[src/rtl/dpwm_pkg.sv]
package dpwm_pkg;
  typedef enum logic {
    MODE_QUAD = 1'b0,
    MODE_PAIR = 1'b1
  } dpwm_mode_e;
endpackage

[src/rtl/dpwm_period_ctr.sv]
module dpwm_period_ctr #(
  parameter int W = 8
) (
  input  logic         clk_i,
  input  logic         rst_i,
  output logic [W-1:0] cnt_o,
  output logic         last_o
);
  localparam logic [W-1:0] TOP = {W{1'b1}};

  logic [W-1:0] cnt_q;

  always_ff @(posedge clk_i) begin
    if (rst_i) cnt_q <= '0;
    else       cnt_q <= cnt_q + 1'b1;
  end

  assign cnt_o  = cnt_q;
  assign last_o = (cnt_q == TOP);
endmodule

[src/rtl/dpwm_shadow.sv]
module dpwm_shadow #(
  parameter int W = 8
) (
  input  logic         clk_i,
  input  logic         rst_i,
  input  logic         load_i,
  input  logic [W-1:0] d_i,
  output logic [W-1:0] q_o
);
  logic [W-1:0] q_r;

  always_ff @(posedge clk_i) begin
    if (rst_i)       q_r <= '0;
    else if (load_i) q_r <= d_i;
  end

  assign q_o = q_r;
endmodule

[src/rtl/dpwm_slice.sv]
module dpwm_slice
  import dpwm_pkg::*;
#(
  parameter int W       = 8,
  parameter int FRAC_LO = 2,
  parameter int FRAC_HI = 1
) (
  input  logic         clk_i,
  input  logic         rst_i,
  input  logic [W-1:0] cnt_i,
  input  dpwm_mode_e   mode_i,
  input  logic [W-1:0] duty_i,
  input  logic         en_i,
  input  logic         io_i,
  output logic         pin_o
);
  logic [1:0] lvl_v;

  for (genvar v = 0; v < 2; v++) begin : g_variant
    localparam int FR  = (v == 0) ? FRAC_LO : FRAC_HI;
    localparam int SBW = W - FR;

    logic [W-1:0] pos, sub, dc, ac;

    assign pos = {{FR{1'b0}},  cnt_i[SBW-1:0]};
    assign sub = {{SBW{1'b0}}, cnt_i[W-1:SBW]};
    assign dc  = {{FR{1'b0}},  duty_i[W-1:FR]};
    assign ac  = {{SBW{1'b0}}, duty_i[FR-1:0]};

    assign lvl_v[v] = (pos < dc) || ((pos == dc) && (sub < ac));
  end

  logic lvl;
  assign lvl = (mode_i == MODE_PAIR) ? lvl_v[1] : lvl_v[0];

  logic pin_q;
  always_ff @(posedge clk_i) begin
    if (rst_i) pin_q <= 1'b0;
    else       pin_q <= en_i ? lvl : io_i;
  end

  assign pin_o = pin_q;
endmodule

[src/rtl/dpwm_gen.sv]
module dpwm_gen
  import dpwm_pkg::*;
#(
  parameter int NUM_CH  = 2,
  parameter int DUTY_W  = 8,
  parameter int FRAC_LO = 2,
  parameter int FRAC_HI = 1
) (
  input  logic                       clk_i,
  input  logic                       rst_i,
  input  logic                       mode_i,
  input  logic [NUM_CH*DUTY_W-1:0]   duty_i,
  input  logic [NUM_CH-1:0]          en_i,
  input  logic [NUM_CH-1:0]          io_i,
  output logic [NUM_CH-1:0]          pwm_o
);
  logic [DUTY_W-1:0]        cnt_q;
  logic                     at_last;
  dpwm_mode_e               mode_q;
  logic [NUM_CH*DUTY_W-1:0] act_flat;

  dpwm_period_ctr #(.W(DUTY_W)) u_ctr (
    .clk_i  (clk_i),
    .rst_i  (rst_i),
    .cnt_o  (cnt_q),
    .last_o (at_last)
  );

  always_ff @(posedge clk_i) begin
    if (rst_i)        mode_q <= MODE_QUAD;
    else if (at_last) mode_q <= dpwm_mode_e'(mode_i);
  end

  for (genvar c = 0; c < NUM_CH; c++) begin : g_ch
    logic [DUTY_W-1:0] act;

    dpwm_shadow #(.W(DUTY_W)) u_shadow (
      .clk_i  (clk_i),
      .rst_i  (rst_i),
      .load_i (at_last | ~en_i[c]),
      .d_i    (duty_i[c*DUTY_W +: DUTY_W]),
      .q_o    (act)
    );

    assign act_flat[c*DUTY_W +: DUTY_W] = act;

    dpwm_slice #(.W(DUTY_W), .FRAC_LO(FRAC_LO), .FRAC_HI(FRAC_HI)) u_slice (
      .clk_i  (clk_i),
      .rst_i  (rst_i),
      .cnt_i  (cnt_q),
      .mode_i (mode_q),
      .duty_i (act),
      .en_i   (en_i[c]),
      .io_i   (io_i[c]),
      .pin_o  (pwm_o[c])
    );
  end
endmodule

[config.mk]
export PLATFORM = sky130hd
export DESIGN_NAME = dpwm_gen
export DESIGN_NICKNAME = d
export VERILOG_FILES = /design/src/rtl/dpwm_pkg.sv /design/src/rtl/dpwm_period_ctr.sv /design/src/rtl/dpwm_shadow.sv /design/src/rtl/dpwm_slice.sv /design/src/rtl/dpwm_gen.sv
export SDC_FILE = /design/constraint.sdc
export NUM_CORES = 1
export LEC_CHECK = 0
export BUFFER_PORTS_ARGS = -buffer_cell sky130_fd_sc_hd__buf_2
export CORE_MARGIN = 8
export CORE_UTILIZATION = 61
export CTS_CLUSTER_SIZE = 14
export DETAILED_ROUTE_END_ITERATION = 10
export PLACE_DENSITY = 0.86
export SKIP_CTS_REPAIR_TIMING = 1
export SLEW_MARGIN = 30
export SYNTH_ARGS = -nofsm -noshare
export SYNTH_HDL_FRONTEND = slang
export SYNTH_SLANG_ARGS = --single-unit
[constraint.sdc]
create_clock -name clk_i -period 2.7 [get_ports clk_i]
set_input_delay 0.405 -clock clk_i [delete_from_list [all_inputs] [get_ports clk_i]]
set_output_delay 0.405 -clock clk_i [all_outputs]
set_load 0.05 [all_outputs]
==> impl_results.md <==
* Status: finished, final reports clean
* Placer Congestion at 0.8570
* Multi-input gate area at 1081 µm²
* Area Overhead vs Synth at 9.357%
* Synthesized Nets at 244
* Largest net degree at the start of global routing at 28
* Worst setup SP type: flip-flop
* Fmax at 551.3 MHz
* Post-synth EDFFs at 0
* CTS tree: done
* Pwr per Cell Area at 428.9 nW/µm²
* Unrepaired setup endpoints after global routing: no
* Final hold vios at 0
* Initial Utilization at 63.16%
* Hold WS at 0.2899 ns
* Drt via density at 5.646
* Post-Synthesis Cells at 192
* Gr usage total at 16.02%
* Tcrit/Tclk final at 67.18%
* Asr flop ratio synth at 0%
* Worst Path Buf+Inv at 0
* ANT nets after route at 0
* First-iteration detailed-routing DRC count at 62
* Clock root buffer: clkbuf_4
* First-pass GRT wire length at 5851 µm
* Clk_lat worst skew at 0.33 ns
* Core Region at 2710 µm²
* Unique cell type count in the Yosys netlist at 31
* Total grt overflow at 0
* Worst path required time at 2.97 ns
* Routed wire length at 3578 µm
* CTS H-tree lvls at 1
* Worst Skew at 0.007532 ns
* Cts bufs inserted at 3
* Ports at 25
* Setup tns final at 0 ns
* Max-Cap Viols at 0
* Number of global-route vias before repair at 1382
* Flops & latches, synth at 27
* Max clock buf depth at 2
* Via count at 1389
* Layout cells sized above 1 at 15.35%
* 1st-pass router iterations at 4
* Post-Syn Area at 1712 µm²
* Worst Hold Class: primary input to flip-flop
* Hpwl dp at 2860 µm
* Final Max Tran Viols at 0
* Routed WL per cell at 14.54 µm
* Die H at 68.97 µm
* DP Area at 1844 µm²
* Design Area, Final at 1872 µm²
* Layout fillers at 240
* N_diodes at 0
* Worst path cell trace: ha_1, nand4_1, or4_1, o2111a_1, a21oi_1
* DRC at 0
* Leak at 0.0008973 µW
* Area occupied by registers at 540.5 µm²
* WS Path Type: flip-flop to flip-flop
* Number of port buffers at 24
* Slew margin rel. at 67.86%
* Worst-path clk slew at 0.15 ns
* Initial antenna violation count at 0
* Number of clock sinks at 27
* Synth warnings at 0
* Seq/Total Area, Yosys at 31.58%
* Slew of the pin with the lowest slew margin at 0.4821 ns
* Die Width at 68.97 µm
* Final worst path period need at 1.814 ns
* Crit-path max FO at 8
* Arr. time, crit path at 2.09 ns
* Layout Nets at 268
* Die area at 4757 µm²
* Row count at 19
* Crit path max-delay family: simple AND/OR/NAND/NOR gates
* Critical path capture point type: flip-flop
* CP max-delay cell: or4_1
* Syn_area_per_cell at 8.915 µm²
* Post-synth top flop: dfxtp_1
* Setup violators final at 0
* VDD IR max at 0.0003254 V
* Critical Path Max Stage Delay at 0.52 ns
[worst paths after layout]
kind,startpoint,to,slack (ns),depth (start not counted)
min,duty_i[10],g_ch[1].u_shadow.q_o[2]$_SDFFE_PP0P_,0.29,3
max reg2reg,u_ctr.cnt_o[5]$_SDFF_PP0_,g_ch[0].u_slice.pin_o$_SDFF_PP0_,0.89,5
max,u_ctr.cnt_o[5]$_SDFF_PP0_,g_ch[0].u_slice.pin_o$_SDFF_PP0_,0.89,5
min reg2reg,u_ctr.cnt_o[0]$_SDFF_PP0_,u_ctr.cnt_o[0]$_SDFF_PP0_,0.49,1
[area by class of cell]
class / count / share of cell area, %
multi-input combinational: 143 / 57.75
sequential: 27 / 28.88
timing repair buffer: 24 / 6.417
inverter: 17 / 3.409
tap: 31 / 2.072
clock buffer: 3 / 1.203
clock inverter: 1 / 0.2674
[flip-flops by register name (all words and copies together) (netlist names)]
signal,cells
g_ch.u_shadow.q_o,16
u_ctr.cnt_o,8
mode_q,1
g_ch.u_slice.pin_o,2
[layer usage]
metal | part of all wire, % | track usage (%) | vias to the layer above
li1 | - | - | 724
met1 | 46 | 19.06 | 620
met2 | 48 | 27.62 | 36
met3 | 4.2 | 2.262 | 9
met4 | 2.4 | 7.519 | 0
met5 | 0 | 0 | -
[cell families (layout without fill, tap and decap cells)]
kind of cell / Yosys count / in the layout / synth area share (%)
AOI/OAI and AO/OA: 33 / 33 / 13.01
xor gates and xnor gates: 4 / 4 / 2.047
adders and majority gates: 29 / 29 / 21.20
buffers and inverters: 22 / 45 / 5.263
DFF: 27 / 27 / 31.58
muxes: 16 / 16 / 9.357
and+or+nand+nor: 61 / 61 / 17.54
[cell usage in the layout (no fill, tap or decap)]
cell,netlist,layout
dfxtp_1,27,27
or3_1,2,2
o21ai_4,2,2
clkinv_2,0,1
nand3_1,5,5
inv_1,17,17
nand2b_1,4,4
o21ai_0,6,6
o221ai_1,1,1
nand3_2,1,1
a22oi_1,1,1
and3_2,1,1
nor4_1,1,1
a2111oi_0,2,2
o21a_1,1,1
o2111a_1,1,1
a21oi_1,15,15
buf_2,0,24
nand3b_1,1,1
nand4_1,4,4
or4_1,1,1
nand4_4,1,1
nor2_1,27,27
o2111ai_1,2,2
a21o_1,2,2
ha_1,29,29
xor2_1,3,3
nand2_1,12,12
xnor2_1,1,1
clkbuf_4,0,3
mux2i_1,16,16
nor2b_1,1,1
[per-stage QoR]
step | power [µW] | utilization (%) | std cells | worst slack, ns
floorplan | 579.9 | - | 192 | 1.111
global placement | 620.7 | 68.05 | 242 | 0.9496
detailed placement | 631.5 | 68.05 | 242 | 0.9317
CTS | 811.6 | 69.07 | 246 | 0.8705
global route | 843.9 | 69.07 | 246 | 0.7675
finish | 802.7 | 69.07 | 246 | 0.8862
[tightest hold or removal path: cells and delay by family]
family / cells / cell delay, ns
muxes: 1 / 0.05
and+or+nand+nor: 1 / 0.07
buffers and inverters: 1 / 0.07
[cell usage after synthesis (all sizes together), types with 3 or more instances]
| cell type | count | area share, % |
|---|---|---|
| mux2i | 16 | 9.4 |
| nand4 | 5 | 2.7 |
| inv | 17 | 3.7 |
| o21ai | 8 | 3.7 |
| dfxtp | 27 | 32 |
| nand2 | 12 | 2.6 |
| nor2 | 27 | 5.9 |
| ha | 29 | 21 |
| a21oi | 15 | 4.4 |
| nand2b | 4 | 1.5 |
| nand3 | 6 | 2.0 |
| clkbuf | 3 | 0.66 |
| xor2 | 3 | 1.5 |
[power breakdown]
group | total, µW | switching (µW) | internal (µW)
registers | 439 | 17.3 | 421
logic | 185 | 106 | 79.1
clock network | 179 | 123 | 55.8
Power figures use the tool's default switching activity.
